--- src/rtl/rtc_pkg.sv ---
package rtc_pkg;
  localparam int ADDR_W = 4;
  localparam int DATA_W = 8;

  localparam logic [ADDR_W-1:0] ADR_SEC  = 4'd0;
  localparam logic [ADDR_W-1:0] ADR_MIN  = 4'd1;
  localparam logic [ADDR_W-1:0] ADR_HOUR = 4'd2;
  localparam logic [ADDR_W-1:0] ADR_WDAY = 4'd3;
  localparam logic [ADDR_W-1:0] ADR_DAY  = 4'd4;
  localparam logic [ADDR_W-1:0] ADR_MON  = 4'd5;
  localparam logic [ADDR_W-1:0] ADR_YEAR = 4'd6;
  localparam logic [ADDR_W-1:0] ADR_CFG  = 4'd14;
  localparam logic [ADDR_W-1:0] ADR_STAT = 4'd15;

  typedef enum logic [1:0] {PH_CMD, PH_DATA, PH_DONE} xferPhase_e;

  typedef struct packed {
    logic              wrEn;
    logic [ADDR_W-1:0] wrAddr;
    logic [DATA_W-1:0] wrData;
    logic [ADDR_W-1:0] rdAddr;
  } ctrlStrobe_t;

  function automatic logic [7:0] bcdInc(input logic [7:0] v);
    if (v[3:0] >= 4'd9) bcdInc = {v[7:4] + 4'd1, 4'd0};
    else                bcdInc = {v[7:4], v[3:0] + 4'd1};
  endfunction

  function automatic logic [5:0] lastDay(input logic [4:0] mon, input logic [4:0] yrLow);
    logic leap;
    leap = yrLow[4] ? (yrLow[3:0] == 4'd2 || yrLow[3:0] == 4'd6)
                    : (yrLow[3:0] == 4'd0 || yrLow[3:0] == 4'd4 || yrLow[3:0] == 4'd8);
    case (mon)
      5'h02:                      lastDay = leap ? 6'h29 : 6'h28;
      5'h04, 5'h06, 5'h09, 5'h11: lastDay = 6'h30;
      default:                    lastDay = 6'h31;
    endcase
  endfunction
endpackage

--- src/rtl/rtc_spi_ctrl.sv ---
module rtc_spi_ctrl
  import rtc_pkg::*;
#(
  parameter int SYNC_STAGES = 2
) (
  input  logic              clk,
  input  logic              rstN,
  input  logic              spiCs,
  input  logic              spiClk,
  input  logic              spiMosi,
  input  logic [DATA_W-1:0] rdData,
  output ctrlStrobe_t       strobe,
  output logic              spiMiso
);
  localparam int BIT_W = $clog2(DATA_W);

  logic [SYNC_STAGES:0]   clkQ;
  logic [SYNC_STAGES-1:0] csQ;
  logic [SYNC_STAGES-1:0] mosiQ;

  always_ff @(posedge clk) begin
    if (!rstN) begin
      clkQ  <= '0;
      csQ   <= '0;
      mosiQ <= '0;
    end else begin
      clkQ  <= {clkQ[SYNC_STAGES-1:0], spiClk};
      csQ   <= {csQ[SYNC_STAGES-2:0], spiCs};
      mosiQ <= {mosiQ[SYNC_STAGES-2:0], spiMosi};
    end
  end

  logic csAct, riseE, fallE, mosiS;
  assign csAct = csQ[SYNC_STAGES-1];
  assign mosiS = mosiQ[SYNC_STAGES-1];
  assign riseE = csAct & clkQ[SYNC_STAGES-1] & ~clkQ[SYNC_STAGES];
  assign fallE = csAct & ~clkQ[SYNC_STAGES-1] & clkQ[SYNC_STAGES];

  xferPhase_e        phase;
  logic [BIT_W-1:0]  bitCnt;
  logic [DATA_W-2:0] shiftIn;
  logic [DATA_W-1:0] shiftOut;
  logic [DATA_W-1:0] byteIn;
  logic [ADDR_W-1:0] addr;
  logic              isRead, isBurst, misoR, lastBit;

  assign byteIn  = {shiftIn, mosiS};
  assign lastBit = (bitCnt == BIT_W'(DATA_W - 1));

  always_ff @(posedge clk) begin
    if (!rstN) begin
      phase         <= PH_CMD;
      bitCnt        <= '0;
      shiftIn       <= '0;
      shiftOut      <= '0;
      addr          <= '0;
      isRead        <= 1'b0;
      isBurst       <= 1'b0;
      misoR         <= 1'b0;
      strobe.wrEn   <= 1'b0;
      strobe.wrAddr <= '0;
      strobe.wrData <= '0;
    end else begin
      strobe.wrEn <= 1'b0;
      if (!csAct) begin
        phase  <= PH_CMD;
        bitCnt <= '0;
        misoR  <= 1'b0;
      end else begin
        if (riseE) begin
          if (phase == PH_DATA && isRead) begin
            if (bitCnt == '0) begin
              misoR    <= rdData[DATA_W-1];
              shiftOut <= {rdData[DATA_W-2:0], 1'b0};
            end else begin
              misoR    <= shiftOut[DATA_W-1];
              shiftOut <= {shiftOut[DATA_W-2:0], 1'b0};
            end
          end else begin
            misoR <= 1'b0;
          end
        end
        if (fallE) begin
          shiftIn <= byteIn[DATA_W-2:0];
          bitCnt  <= bitCnt + 1'b1;
          if (lastBit) begin
            case (phase)
              PH_CMD: begin
                addr    <= byteIn[7:4];
                isRead  <= byteIn[2];
                isBurst <= ~byteIn[3];
                phase   <= PH_DATA;
              end
              PH_DATA: begin
                if (!isRead) begin
                  strobe.wrEn   <= 1'b1;
                  strobe.wrAddr <= addr;
                  strobe.wrData <= byteIn;
                end
                if (isBurst) addr  <= addr + 1'b1;
                else         phase <= PH_DONE;
              end
              default: ;
            endcase
          end
        end
      end
    end
  end

  assign strobe.rdAddr = addr;
  assign spiMiso       = misoR & csAct;
endmodule

--- src/rtl/rtc_time_dp.sv ---
module rtc_time_dp
  import rtc_pkg::*;
(
  input  logic              clk,
  input  logic              rstN,
  input  logic              tick,
  input  logic              supplyLow,
  input  ctrlStrobe_t       strobe,
  output logic [DATA_W-1:0] rdData
);
  logic [6:0] secR, minR;
  logic [5:0] hourR, dayR;
  logic [2:0] wdayR;
  logic [4:0] monR;
  logic [7:0] yearR;
  logic       centR, mode24, oscStop, voltLow;

  logic [6:0] secInc, minInc;
  logic [5:0] dayInc, hourInc24;
  logic [4:0] monInc, hourInc12;
  logic [7:0] yearInc;

  assign secInc    = 7'(bcdInc({1'b0, secR}));
  assign minInc    = 7'(bcdInc({1'b0, minR}));
  assign hourInc24 = 6'(bcdInc({2'b0, hourR}));
  assign hourInc12 = 5'(bcdInc({3'b0, hourR[4:0]}));
  assign dayInc    = 6'(bcdInc({2'b0, dayR}));
  assign monInc    = 5'(bcdInc({3'b0, monR}));
  assign yearInc   = bcdInc(yearR);

  logic secWrap, minWrap, hourWrap, dayWrap, monWrap, yearWrap;
  logic minStep, hourStep, dayStep, monStep, yearStep;
  logic [6:0] nSec, nMin;
  logic [5:0] nHour, nDay;
  logic [2:0] nWday;
  logic [4:0] nMon;
  logic [7:0] nYear;
  logic       nCent;

  always_comb begin
    secWrap  = secR >= 7'h59;
    minWrap  = minR >= 7'h59;
    minStep  = secWrap;
    hourStep = minStep & minWrap;
    nSec     = secWrap ? 7'h00 : secInc;
    nMin     = minStep ? (minWrap ? 7'h00 : minInc) : minR;

    if (mode24) begin
      hourWrap = hourR >= 6'h23;
      nHour    = hourWrap ? 6'h00 : hourInc24;
    end else if (hourR[4:0] >= 5'h12) begin
      hourWrap = 1'b0;
      nHour    = {hourR[5], 5'h01};
    end else if (hourR[4:0] == 5'h11) begin
      hourWrap = hourR[5];
      nHour    = {~hourR[5], 5'h12};
    end else begin
      hourWrap = 1'b0;
      nHour    = {hourR[5], hourInc12};
    end
    if (!hourStep) nHour = hourR;

    dayStep  = hourStep & hourWrap;
    dayWrap  = dayR >= lastDay(monR, yearR[4:0]);
    nDay     = dayStep ? (dayWrap ? 6'h01 : dayInc) : dayR;
    nWday    = dayStep ? ((wdayR >= 3'd6) ? 3'd0 : wdayR + 3'd1) : wdayR;

    monStep  = dayStep & dayWrap;
    monWrap  = monR >= 5'h12;
    nMon     = monStep ? (monWrap ? 5'h01 : monInc) : monR;

    yearStep = monStep & monWrap;
    yearWrap = yearR >= 8'h99;
    nYear    = yearStep ? (yearWrap ? 8'h00 : yearInc) : yearR;
    nCent    = centR | (yearStep & yearWrap);
  end

  always_ff @(posedge clk) begin
    if (!rstN) begin
      secR    <= '0;
      minR    <= '0;
      hourR   <= 6'h12;
      wdayR   <= '0;
      dayR    <= 6'h01;
      monR    <= 5'h01;
      yearR   <= '0;
      centR   <= 1'b0;
      mode24  <= 1'b0;
      oscStop <= 1'b1;
      voltLow <= 1'b1;
    end else begin
      if (tick) begin
        secR  <= nSec;
        minR  <= nMin;
        hourR <= nHour;
        wdayR <= nWday;
        dayR  <= nDay;
        monR  <= nMon;
        yearR <= nYear;
        centR <= nCent;
      end
      if (strobe.wrEn) begin
        case (strobe.wrAddr)
          ADR_SEC:  secR  <= strobe.wrData[6:0];
          ADR_MIN:  minR  <= strobe.wrData[6:0];
          ADR_HOUR: hourR <= strobe.wrData[5:0];
          ADR_WDAY: wdayR <= strobe.wrData[2:0];
          ADR_DAY:  dayR  <= strobe.wrData[5:0];
          ADR_MON: begin
            monR  <= strobe.wrData[4:0];
            centR <= strobe.wrData[7];
          end
          ADR_YEAR: yearR  <= strobe.wrData;
          ADR_CFG:  mode24 <= strobe.wrData[5];
          ADR_STAT: begin
            oscStop <= oscStop & strobe.wrData[4];
            voltLow <= voltLow & strobe.wrData[6];
          end
          default: ;
        endcase
      end
      if (supplyLow) voltLow <= 1'b1;
    end
  end

  always_comb begin
    case (strobe.rdAddr)
      ADR_SEC:  rdData = {1'b0, secR};
      ADR_MIN:  rdData = {1'b0, minR};
      ADR_HOUR: rdData = {2'b0, hourR};
      ADR_WDAY: rdData = {5'b0, wdayR};
      ADR_DAY:  rdData = {2'b0, dayR};
      ADR_MON:  rdData = {centR, 2'b0, monR};
      ADR_YEAR: rdData = yearR;
      ADR_CFG:  rdData = {2'b0, mode24, 5'b0};
      ADR_STAT: rdData = {1'b0, voltLow, 1'b0, oscStop, 4'b0};
      default:  rdData = '0;
    endcase
  end
endmodule

--- src/rtl/rtc_spi_top.sv ---
module rtc_spi_top
  import rtc_pkg::*;
#(
  parameter int SYNC_STAGES = 2
) (
  input  logic clk,
  input  logic rstN,
  input  logic tick,
  input  logic supplyLow,
  input  logic spiCs,
  input  logic spiClk,
  input  logic spiMosi,
  output logic spiMiso
);
  ctrlStrobe_t       strobe;
  logic [DATA_W-1:0] rdData;

  rtc_spi_ctrl #(.SYNC_STAGES(SYNC_STAGES)) u_ctrl (
    .clk(clk), .rstN(rstN), .spiCs(spiCs), .spiClk(spiClk), .spiMosi(spiMosi),
    .rdData(rdData), .strobe(strobe), .spiMiso(spiMiso)
  );

  rtc_time_dp u_dp (
    .clk(clk), .rstN(rstN), .tick(tick), .supplyLow(supplyLow),
    .strobe(strobe), .rdData(rdData)
  );
endmodule

--- config.mk ---
export PLATFORM = sky130hd
export DESIGN_NAME = rtc_spi_top
export DESIGN_NICKNAME = d
export VERILOG_FILES = /design/src/rtl/rtc_pkg.sv /design/src/rtl/rtc_spi_ctrl.sv /design/src/rtl/rtc_time_dp.sv /design/src/rtl/rtc_spi_top.sv
export SDC_FILE = /design/constraint.sdc
export NUM_CORES = 1
export LEC_CHECK = 0
export BUFFER_PORTS_ARGS = -buffer_cell sky130_fd_sc_hd__buf_4
export CAP_MARGIN = 10
export CORE_MARGIN = 2
export CORE_UTILIZATION = 45
export DETAILED_ROUTE_END_ITERATION = 12
export GPL_TIMING_DRIVEN = 0
export PLACE_DENSITY = 0.69
export SYNTH_ARGS = -nofsm -noshare
export SYNTH_HDL_FRONTEND = slang
export SYNTH_SLANG_ARGS = --single-unit
--- constraint.sdc ---
create_clock -name clk -period 4.16 [get_ports clk]
set_clock_uncertainty 0.15 [all_clocks]
set_input_delay 0.416 -clock clk [delete_from_list [all_inputs] [get_ports clk]]
set_output_delay 0.416 -clock clk [all_outputs]
set_load 0.05 [all_outputs]
# After elaboration in Yosys (flattened, before gate mapping)
# Cells that the tools add are included.
# Widths: inputs -> output; s select.
totals:
  reg_bits: 93
op_classes:
  add_sub_neg: 16
  n_bitwise: 19
  eq_ne: 30
  n_reduce_logical: 22
  n_lt_le_gt_ge: 14
  n_mux: 62
ops:
  columns: ["operator", "n"]
  rows:
  - ["$mux 6", 15]
  - ["$mux 7", 11]
  - ["$pmux 8 s9", 1]
  - ["$mux 8", 7]
  - ["$mux 5", 7]
  - ["$add 4x1->4 const B", 8]
  - ["$eq 4x3->1 const B", 8]
  - ["$ge 4x4->1 const B", 6]
  - ["$eq 4x2->1 const B", 5]
  - ["$eq 4x4->1 const B", 5]
  - ["$mux 3", 5]
  - ["$reduce_and 5->1", 3]
  - ["$ge 7x7->1 const B", 2]
  - ["$mux 13", 1]
  - ["$add 3x1->3 const B", 4]
  - ["$and 1x1->1", 12]
  - ["$logic_not 4->1", 3]
  - ["$pmux 6 s2", 1]
  - ["$eq 5x3->1 const B", 2]
  - ["$eq 5x5->1 const B", 2]
  - ["$ge 5x5->1 const B", 2]
  - ["$mux 1", 10]
  - ["$eq 4x1->1 const B", 2]
  - ["$ge 8x8->1 const B", 1]
  - ["27 further kinds", 40]

# Depth between registers and ports, before layout
# Gate-level depths: netlist of run 1.
logic_depth:
  ltp_word: 14
  mapped_depth: 14
  ltp_nobuf: 14

# Modules after synthesis
# From an unflattened synthesis of run 1, not the netlist that was laid out.
hier_totals:
  hier_cells: 683
  hier_area_um2: 5609.1
modules_own_cells:
  columns: ["mod", "cells_per_inst", "seq_area_each_um2", "instances", "area_per_inst_um2"]
  rows:
  - ["rtc_time_dp", 477, 920.9, 1, 3727.3]
  - ["rtc_spi_ctrl", 206, 920.9, 1, 1881.8]

# Least setup slack after synthesis of run 1
# Ideal clock, no wire load.
synth_timing:
  kind: "flip-flop to flip-flop"
  from: "register u_dp.yearR[0]"
  to: "register u_dp.yearR[3]"
  required_ns: 3.936
  slack_ns: 0.835
  setup_ns: 0.074
  t_arrival_ns: 3.101
  path_stages_with_launch: 15
  period_less_slack_ns: 3.325
  cell_sequence: "dfxtp_1 inv_1 ha_1 nand2b_1 a21boi_0 o221ai_1 a21oi_1 a31oi_1 ha_1 nor4b_1 o211ai_1 nor4b_4 nand2_4 or4_1 a31oi_1"
synth_between:
  elab_chain_len: 13
synth_lines:
  columns: ["item", "line_no", "text"]
  rows:
  - ["start: declaration", "rtc_time_dp.sv:15", "logic [7:0] yearR;"]
  - ["start signal: assignment", "rtc_time_dp.sv:99", "yearR <= nYear;"]
  - ["start signal: assignment", "rtc_time_dp.sv:113", "ADR_YEAR: yearR <= strobe.wrData;"]
  - ["$eq 4x3->1 / $logic_not 4->1 (equally long branches)", "rtc_pkg.sv:32", ": (yrLow[3:0] == 4'd0 || yrLow[3:0] == 4'd4 || yrLow[3:0] == 4'd8);"]
  - ["$logic_or 1x1->1 (2 in series)", "rtc_pkg.sv:32", null]
  - ["$mux 1", "rtc_pkg.sv:31", "leap = yrLow[4] ? (yrLow[3:0] == 4'd2 || yrLow[3:0] == 4'd6)"]
  - ["$mux 1", "rtc_pkg.sv:34", "5'h02: lastDay = leap ? 6'h29 : 6'h28;"]
  - ["$pmux 6 s2", "rtc_pkg.sv:33", "case (mon)"]
  - ["$ge 6x6->1", "rtc_time_dp.sv:64", "dayWrap = dayR >= lastDay(monR, yearR[4:0]);"]
  - ["$and 1x1->1", "rtc_time_dp.sv:68", "monStep = dayStep & dayWrap;"]
  - ["$and 1x1->1", "rtc_time_dp.sv:72", "yearStep = monStep & monWrap;"]
  - ["$mux 8 (*)", "rtc_time_dp.sv:74", "nYear = yearStep ? (yearWrap ? 8'h00 : yearInc) : yearR;"]
  - ["$mux 8 (*)", "rtc_time_dp.sv:92", "if (tick) begin"]
  - ["$mux 8", "rtc_time_dp.sv:103", "case (strobe.wrAddr)"]
  - ["$mux 8 (*)", "rtc_time_dp.sv:102", "if (strobe.wrEn) begin"]
# Mark *: on every way between the ends. The rest lies on a longest branch, timed or not.
# A chain may end at the register's enable or synchronous reset.

# Worst setup path in the final report of run 1
# Same ends and word-level chain as after synthesis.

==> results by group, run 1 <==
Drt
  • Remaining antenna violation count: 0
  • Number of remaining DRC errors: 0
  • Routed wire length: 15500 um
  • WL per Instance: 18.5 um
  • Vias: 5231
  • First-iteration detailed-routing DRC count: 478
  • DR vias/cell: 6.23
  • Drt first pass iters: 7

CTS
  • Clock Sinks: 92
  • Worst skew pair latency: 350 ps
  • CTS tree: yes
  • Clock Path Buffers: 2
  • H-Tree Depth: 3
  • Clock slew at reported path FFs: 70 ps
  • CTS Buf Count: 9
  • CTS root buffer: clkbuf_16

Yosys
  • #FFs+latches synth: 92
  • Post-synth EDFFs: 0
  • Syn. warnings: 0
  • Synth unique cells: 69
  • Cell count after synthesis: 669
  • Seq/Total Area, Yosys: 33.9%
  • Post-synthesis cell area: 0.00543 sq mm
  • Syn_nets: 718
  • Async set or reset register ratio after synthesis: 0%
  • Top_reg_cell synth: dfxtp_1
  • Post-synth top area cell: dfxtp_1
  • Yosys top cell area share: 33.9%
  • Top cells by area, synth: dfxtp_1 (34%), ha_1 (9.7%), o21ai_0 (5.2%), nand2_1 (4.8%), a21oi_1 (4.3%)
  • Mean Syn Cell Area: 8.12 sq um

Timing
  • Worst Max-Slew Pin Slew: 1130 ps
  • Fin Setup TNS: 0 ps
  • Final Hold Viols: 0
  • Fmax: 0.269 GHz
  • Slew margin rel.: 24.1%
  • Crit share post-route: 89.4%
  • Tmin final: 3720 ps
  • Max-slew violations: 0
  • Final setup fails: 0
  • RSZ-0062 raised after global routing: no

GRT
  • Global Route Usage Sum: 24.4%
  • Pin count of the biggest net entering global routing: 21
  • Gr ovfl total: 0
  • First-pass GRT wire length: 24900 um
  • Initial antenna violation count: 0
  • Number of global-route vias before repair: 4847

Pwr
  • Flop pwr share: 49.7%
  • PwrDens: 300 mW/mm^2
  • Clock power share: 47.0%
  • Sw Pwr: 457 uW
  • Sw frac: 25.5%
  • Overall power: 1790 uW
  • P_int: 1340 uW
  • Logic pwr share: 3.3%
  • LEAKAGE: 0.00220 uW
  • Peak supply drop: 0.378 mV

Place
  • Port Buffer Count: 5
  • GP Congestion: 0.955
  • Placed wire-length estimate: 10900 um

Setup path
  • Startpoint types: flop
  • CP Max Fanout: 7
  • Critical path data arrival time: 3850 ps
  • Setup slack on the worst flop-to-flop path: 440 ps
  • Worst path required time: 4290 ps
  • Setup CP Type: reg2reg
  • Endpoint class of the critical path: flop

Cells and area
  • Commonest cells after routing, fill and taps aside: dfxtp_1 (92), nand2_1 (69), o21ai_0 (56)
  • ANT cells: 0
  • Layout cell share with drive strength beyond 1: 4.62%
  • Most common cell after layout, fill and taps aside: dfxtp_1
  • Synthesis-to-finish area growth: 10.1%
  • Layout Nets: 736

Outcome
  • Status: complete, no violations

Die
  • Io pins: 8
  • Total Die Area: 0.0130 sq mm
  • Width of the die: 114 um
  • Die Y: 114 um
  • Core footprint: 0.0119 sq mm
  • Initial Util: 45.6%
  • Row Count: 40

Worst hold path
  • Worst min path class: in2reg

Run
  • Number of max-cap violations: 0
## flip-flops by register name, indices dropped and copies added, names as in the netlist
name,cells
u_ctrl.strobe,13
u_dp.yearR,8
u_ctrl.shiftIn,7
u_ctrl.shiftOut,7
u_dp.minR,7
u_dp.secR,7
u_dp.dayR,6
u_dp.hourR,6
u_dp.monR,5
u_ctrl.addr,4
u_ctrl.bitCnt,3
u_ctrl.clkQ,3
u_dp.wdayR,3
u_ctrl.csQ,2
u_ctrl.mosiQ,2
u_ctrl.phase,2
u_ctrl.isBurst,1
u_ctrl.isRead,1
u_ctrl.misoR,1
u_dp.centR,1
u_dp.mode24,1
u_dp.oscStop,1
u_dp.voltLow,1
## power groups by stage
stage / Combinational, uW / Sequential [uW] / Clock [uW]
final: 58.7 / 892 / 844
after detailed placement: 57.5 / 913 / 0
after global routing: 64.3 / 893 / 891
after CTS: 57.7 / 892 / 853
after global placement: 56.2 / 913 / 0
after floorplan: 37.7 / 910 / 0
## critical path: stages, from the launching register on
cell      delay (ps)
dfxtp_1          470
inv_1            140
ha_1             210
nand2b_1          80
a21boi_0         170
o221ai_1         140
a21oi_1          160
a31oi_1           60
ha_1             290
nor4b_1           50
o211ai_1         500
nor4b_4          290
buf_4            190
nand2_4           70
or4_1            510
a31oi_1          170
## worst paths after layout
kind	from	end	cells past startpoint
setup / recovery	u_dp.yearR[0]$_SDFF_PN0_	u_dp.yearR[3]$_SDFF_PN0_	15
hold / removal	supplyLow	u_dp.voltLow$_SDFFE_PP1P_	2
setup reg to reg	u_dp.yearR[0]$_SDFF_PN0_	u_dp.yearR[3]$_SDFF_PN0_	15
hold reg to reg	u_ctrl.csQ[0]$_SDFF_PN0_	u_ctrl.csQ[1]$_SDFF_PN0_	1
## layer usage
layer	vias to the layer above	GRT usage [%]	wire length (um)
met3	37	6.48	1220
met1	2492	32.2	6810
met5	-	0	0
li1	2494	-	-
met2	208	38.7	7000
met4	0	8.70	469
## logic make-up after synthesis
family / share of synthesized area [%]
buffers and inverters: 4.84
AOI/OAI and AO/OA: 25.7
and+or+nand+nor: 21.4
muxes: 3.52
DFF: 33.9
adders and majority gates: 9.68
xor gates and xnor gates: 0.968
## through the flow
stage          utilization [%]  hold slack, ps  std cells  setup WS, ps  area (sq um)
5_1_grt                   50.2             113        839           157          5980
3_3_place_gp              47.5             267        821           285          5650
6_report                  50.2             103        839           442          5980
2_1_floorplan                -             262        669           835          5430
4_1_cts                   50.1             100        837           266          5960
3_5_place_dp              47.5             269        821           279          5650
## Yosys cell counts (4+ instances only)
master,number
a21oi_1,47
a31oi_1,17
nor2b_1,7
inv_1,33
nand3_1,25
o31ai_1,10
a222oi_1,6
a211oi_1,8
and2_1,13
dfxtp_1,92
nor2_1,55
nor3_1,10
a22oi_1,15
nand4_1,5
nand4b_1,4
nand3b_1,7
o21ai_0,56
clkbuf_1,32
and3_1,5
a32o_1,4
nand2b_1,7
a221o_1,4
o211ai_1,7
nand2_1,69
mux2i_1,18
ha_1,42
a21boi_0,5
## cell type report
cell class                      instances  area, sq um
Inverter                               34          128
Tap cell                              147          184
Buffer                                 34          135
Fill cell                            1113         5930
Clock inverter                          7         86.3
Clock buffer                            9          225
Sequential cell                        92         1840
Timing Repair Buffer                    7         52.6
Multi-Input combinational cell        509         3330
## repair_timing
item / 4_1_cts / 5_1_grt
resized for setup: 0 / 0
buffers inserted: 0 / 2
hold buffers: 0 / 0
endpoints found under the setup margin: 0 / 1
Note: power is estimated with default switching activity, not from simulation.
==> run 2, diff against run 1 <==
Settings changed: ABC_AREA set to 1.
==> results by group, run 2 <==
Outcome
  • Status: complete, no violations

CTS
  • H-Tree Depth: 3
  • CTS tree: yes
  • CTS root buffer: clkbuf_16
  • Clock Sinks: 92
  • CTS Buf Count: 9
  • Setup bufs post-CTS: 0
  • Quantity of gates resized following cts: 0
  • Clock Path Buffers: 2
  • Worst skew pair latency: 360 ps
  • Clock slew at reported path FFs: 70 ps
  • Cts-stage hold buffer count: 0

Die
  • Total Die Area: 0.0134 sq mm
  • Initial Util: 46.4%
  • Core footprint: 0.0121 sq mm
  • Die Y: 116 um
  • Row Count: 40
  • Io pins: 8
  • Width of the die: 116 um

GRT
  • Number of global-route vias before repair: 5163
  • Gr ovfl total: 0
  • Initial antenna violation count: 0
  • Pin count of the biggest net entering global routing: 19
  • First-pass GRT wire length: 25700 um
  • Global Route Usage Sum: 24.9%

Setup path
  • Worst path required time: 4300 ps
  • Crit. path cell count: 14
  • Setup CP Type: reg2reg
  • R2R cell count: 14
  • Worst path slowest cell: dfxtp_1
  • Cell family with most CP delay: simple AND/OR/NAND/NOR gates
  • Startpoint types: flop
  • CP Max Fanout: 10
  • Critical path data arrival time: 2950 ps
  • Worst path cell trace: inv_1 -> ha_1 -> a21oi_1 -> o21ai_0 -> o21ai_0 -> a311oi_1 -> ha_1 -> nand4_1 -> nand3_1 -> buf_2 -> nand4_1 -> nand2_1 -> nand2_1 -> a21oi_1
  • Worst stage delay on the critical path: 400 ps
  • Worst flop-to-flop path endpoint: u_dp.yearR[4]$_SDFF_PN0_
  • Setup slack on the worst flop-to-flop path: 1350 ps
  • Endpoint class of the critical path: flop
  • Reg-to-Reg Start: u_dp.yearR[0]$_SDFF_PN0_
  • Bufs and invs on worst path: 2

Timing
  • Slew margin rel.: 52.6%
  • Final setup fails: 0
  • Fmax: 0.356 GHz
  • Crit share post-route: 67.5%
  • RSZ-0062 raised after global routing: no
  • Max-slew violations: 0
  • Final Hold Viols: 0
  • Fin Setup TNS: 0 ps
  • Worst Max-Slew Pin Slew: 709 ps
  • Tmin final: 2810 ps

Yosys
  • Post-synthesis cell area: 0.00563 sq mm
  • Yosys top cell area share: 32.7%
  • Most common cell in the synthesized netlist: nand2_1
  • Commonest cells post-synth: nand2_1 (134), inv_1 (116), dfxtp_1 (92), o21ai_0 (92), a21oi_1 (79)
  • Syn_nets: 858
  • Mean Syn Cell Area: 6.95 sq um
  • Post-synth top area cell: dfxtp_1
  • Top cells by area, synth: dfxtp_1 (33%), ha_1 (9.3%), nand2_1 (8.9%), o21ai_0 (8.2%), inv_1 (7.7%)
  • Synth unique cells: 47
  • Top_reg_cell synth: dfxtp_1
  • Cell count after synthesis: 809
  • #FFs+latches synth: 92
  • Post-synth EDFFs: 0
  • Seq/Total Area, Yosys: 32.7%
  • Syn. warnings: 0
  • Async set or reset register ratio after synthesis: 0%

Cells and area
  • Fill count: 1256
  • Synthesis-to-finish area growth: 9.90%
  • Layout cell share with drive strength beyond 1: 6.97%
  • ANT cells: 0
  • Commonest cells after routing, fill and taps aside: nand2_1 (134), inv_1 (116), o21ai_0 (92), dfxtp_1 (92), a21oi_1 (79)
  • Final Cell Area: 0.00618 sq mm
  • Most common cell after layout, fill and taps aside: nand2_1
  • Max reg flops: 13
  • Layout Nets: 876
  • Largest Register: u_ctrl.strobe
  • Biggest regs: u_ctrl.strobe x13, u_dp.yearR x8

Place
  • GP Congestion: 0.934
  • Placed wire-length estimate: 11500 um
  • Port Buffer Count: 7
  • Dpl cell area: 0.00589 sq mm

Run
  • Number of max-cap violations: 0

Worst hold path
  • Hold Crit Start: spiMosi
  • Hold EP: u_ctrl.mosiQ[0]$_SDFF_PN0_
  • Worst min path class: in2reg
  • Hold depth: 3

Drt
  • Remaining antenna violation count: 0
  • WL per Instance: 15.4 um
  • Drt first pass iters: 4
  • First-iteration detailed-routing DRC count: 380
  • Routed wire length: 15400 um
  • Vias: 5448
  • Number of remaining DRC errors: 0
  • DR vias/cell: 5.45

Pwr
  • PwrDens: 284 mW/mm^2
  • Peak supply drop: 0.242 mV
  • LEAKAGE: 0.00273 uW
-- run 2: cell types whose count changed after synthesis, sizes merged, moves of 10 or more --
cell / delta
a21oi: +32
a22oi: -14
a31oi: -11
and2: -13
clkbuf: -19
inv: +90
mux2i: -18
nand2: +68
nand3: +39
nor2: +17
o21ai: +39
o22ai: +10
-- run 2: power by group --
| group | internal (uW) | leakage, uW | switching [uW] |
|---|---|---|---|
| sequential | 885 | 0.000743 | 3.75 |
| clock | 422 | 0.000143 | 398 |
| combinational | 15.5 | 0.00184 | 34.7 |
-- run 2: worst max path at each step --
stage / from / endpoint / slack [ps]
detailed placement: u_dp.yearR[0]$_SDFF_PN0_ / u_dp.dayR[5]$_SDFF_PN0_ / 1400
global placement: u_dp.yearR[0]$_SDFF_PN0_ / u_dp.dayR[5]$_SDFF_PN0_ / 1390
floorplan: u_dp.monR[0]$_SDFF_PN1_ / u_dp.dayR[5]$_SDFF_PN0_ / 1760
finish: u_dp.yearR[0]$_SDFF_PN0_ / u_dp.yearR[4]$_SDFF_PN0_ / 1350
CTS: u_dp.monR[0]$_SDFF_PN1_ / u_dp.yearR[4]$_SDFF_PN0_ / 1360
global route: u_dp.monR[0]$_SDFF_PN1_ / u_dp.yearR[4]$_SDFF_PN0_ / 1000
-- run 2: cell families after synthesis --
logic type | synth area share, %
AO/OA/AOI/OAI | 22.7
XOR/XNOR | 1.25
adder cells (fa/ha/maj) | 9.34
buffers and inverters | 9.59
flip-flops | 32.7
AND/OR/NAND/NOR | 24.4
-- run 2: per-stage QoR --
stage          util, %  total power [uW]  cells  hold slack [ps]  setup WS, ps
6_report          51.0              1760   1000             88.0          1350
5_1_grt           51.0              1800   1000             96.9          1000
4_1_cts           51.0              1770   1000             79.8          1360
3_5_place_dp      48.6               959    984              248          1400
3_3_place_gp      48.6               958    984              245          1390
2_1_floorplan        -               939    809              240          1760
-- run 2: final cells by class --
| type | count | area, sq um | share of cell area (%) |
|---|---|---|---|
| Multi-Input combinational cell | 577 | 3240 | 52.5 |
| Sequential cell | 92 | 1840 | 29.8 |
| Inverter | 123 | 462 | 7.47 |
| Clock buffer | 9 | 225 | 3.64 |
| Tap cell | 168 | 210 | 3.40 |
| Buffer | 17 | 77.6 | 1.25 |
| Clock inverter | 7 | 68.8 | 1.11 |
| Timing Repair Buffer | 7 | 52.6 | 0.850 |
-- run 2: layer usage --
metal  vias to the layer above  track usage [%]  part of all wire [%]
li1                       2743                -                     -
met2                       159             38.2                    44
met3                        32             4.45                   6.0
met1                      2514             34.2                    47
met5                         -                0                     0
met4                         0             11.2                   2.9
-- run 2: worst reg2reg max path: cells and delay by family, from the launching register on --
family,cells,cell delay (ps)
and+or+nand+nor,5,660
AOI/OAI and AO/OA,5,600
adders and majority gates,2,500
buffers and inverters,2,420
DFF,1,400
==> run 3, diff against run 2 <==
Clock period 4.16 ns to 2.9 ns, I/O delays scaled along.
==> results by group, run 3 (same netlist as run 2, synthesis figures left out) <==
Outcome
  • Status: complete, no violations

Cells and area
  • Post-route insts no fill: 1004
  • Synthesis-to-finish area growth: 10.9%
  • ANT cells: 0
  • Final Util: 51.5%
  • Layout Nets: 880
  • Commonest cells after routing, fill and taps aside: nand2_1 (134), inv_1 (113), o21ai_0 (92)
  • Layout cell share with drive strength beyond 1: 7.66%
  • Max reg flops: 13
  • Most common cell after layout, fill and taps aside: nand2_1
  • Biggest regs: u_ctrl.strobe x13, u_dp.yearR x8
  • Largest Register: u_ctrl.strobe
  • Final Cell Area: 0.00624 sq mm

Setup path
  • Reg-to-Reg Start: u_dp.yearR[0]$_SDFF_PN0_
  • R2R cell count: 15
  • Worst flop-to-flop path endpoint: u_dp.dayR[5]$_SDFF_PN0_
  • Startpoint types: flop
  • Setup CP Type: reg2reg
  • Worst path required time: 3040 ps
  • CP Max Fanout: 10
  • Setup slack on the worst flop-to-flop path: 230 ps
  • Critical path data arrival time: 2810 ps
  • CP startpoint: u_dp.yearR[0]$_SDFF_PN0_
  • Setup crit end: u_dp.dayR[5]$_SDFF_PN0_
  • Endpoint class of the critical path: flop

Die
  • Initial Util: 46.4%
  • Core footprint: 0.0121 sq mm
  • Width of the die: 116 um
  • Total Die Area: 0.0134 sq mm
  • Row Count: 40
  • Die Y: 116 um
  • Io pins: 8

CTS
  • CTS tree: yes
  • Clock Path Buffers: 2
  • Clock Sinks: 92
  • Worst skew pair latency: 360 ps
  • Setup bufs post-CTS: 0
  • CTS Buf Count: 9
  • H-Tree Depth: 3
  • CTS root buffer: clkbuf_16
  • Clock slew at reported path FFs: 70 ps

GRT
  • Global Route Usage Sum: 25.0%
  • Initial antenna violation count: 0
  • Number of global-route vias before repair: 5192
  • Gr ovfl total: 0
  • First-pass GRT wire length: 25800 um
  • Pin count of the biggest net entering global routing: 19

Timing
  • Tmin final: 2670 ps
  • Fmax: 0.374 GHz
  • Max-slew violations: 0
  • Crit share post-route: 92.2%
  • Worst Max-Slew Pin Slew: 690 ps
  • Final Hold Viols: 0
  • Final setup fails: 0
  • Final setup margin: 227 ps
  • Slew margin rel.: 53.8%

Pwr
  • LEAKAGE: 0.00275 uW
  • PwrDens: 406 mW/mm^2
  • Peak supply drop: 0.352 mV
  • Overall power: 2530 uW

Drt
  • DR vias/cell: 5.46
  • WL per Instance: 15.6 um
  • Number of remaining DRC errors: 0
  • Vias: 5480
  • Drt first pass iters: 6
  • Routed wire length: 15600 um
  • Remaining antenna violation count: 0
  • First-iteration detailed-routing DRC count: 411

Place
  • Dpl cell area: 0.00589 sq mm
  • Dpl cells: 984
  • Port Buffer Count: 7
  • Placed wire-length estimate: 11500 um
  • GP Congestion: 0.934
  • Pre-CTS setup slack: 137 ps

Worst hold path
  • Worst min path class: in2reg

Run
  • Number of max-cap violations: 0
==> run 3: what timing repair did <==
action                                 4_1_cts  5_1_grt
hold buffers                                 4        0
setup endpoints to repair                    0       16
endpoints found under the hold margin        4        0
gates resized for setup                      0        8
==> run 3: critical path: stages, from the launching register on <==
cell      delay, ps
dfxtp_1         360
inv_2           110
ha_1            150
o211ai_1         80
o21ai_0         200
o21ai_0         120
a311oi_1        240
ha_1            270
nand4_1         120
nand3_2         150
buf_4           220
nor2_1          110
nand2_1          60
o21ai_0          80
nand2_1          60
a21oi_1         120
==> run 3: per-stage QoR <==
| step | TNS [ps] | hold slack, ps |
|---|---|---|
| 2_1_floorplan | 0 | 238 |
| 3_3_place_gp | 0 | 245 |
| 3_5_place_dp | 0 | 248 |
| 4_1_cts | 0 | 146 |
| 5_1_grt | -5.79 | 172 |
| 6_report | 0 | 154 |
==> run 3: layout make-up <==
class                   instances  area, sq um
clock inverters                 7         68.8
fillers                      1251         5880
plain buffers                  17         80.1
clock buffers                   9          225
well taps                     168          210
multi-input cells             577         3250
inverters                     123          462
flip-flops and latches         92         1840
repair buffers                 11         92.6
==> run 3: where the power goes <==
| part | internal [uW] | switching, uW |
|---|---|---|
| Clock | 605 | 575 |
| Sequential | 1270 | 5.43 |
| Combinational | 25.7 | 51.5 |
| Total | 1900 | 632 |
==> run 3: worst min path at each step <==
stage / start / endpoint / depth (start not counted)
after global routing: rstN / u_ctrl.addr[2]$_SDFFE_PN0P_ / 3
after CTS: rstN / u_ctrl.addr[2]$_SDFFE_PN0P_ / 3
after detailed placement: u_ctrl.mosiQ[0]$_SDFF_PN0_ / u_ctrl.mosiQ[1]$_SDFF_PN0_ / 2
after floorplan: spiClk / u_ctrl.clkQ[0]$_SDFF_PN0_ / 2
final: rstN / u_ctrl.addr[2]$_SDFFE_PN0P_ / 3
after global placement: u_ctrl.csQ[0]$_SDFF_PN0_ / u_ctrl.csQ[1]$_SDFF_PN0_ / 2
==> run 3: routing by layer <==
| metal | vias to the layer above | routed length [um] | track usage, % |
|---|---|---|---|
| li1 | 2756 | - | - |
| met1 | 2527 | 7280 | 34.2 |
| met2 | 158 | 6880 | 38.6 |
| met3 | 39 | 972 | 4.45 |
| met4 | 0 | 510 | 11.2 |
| met5 | - | 0 | 0 |
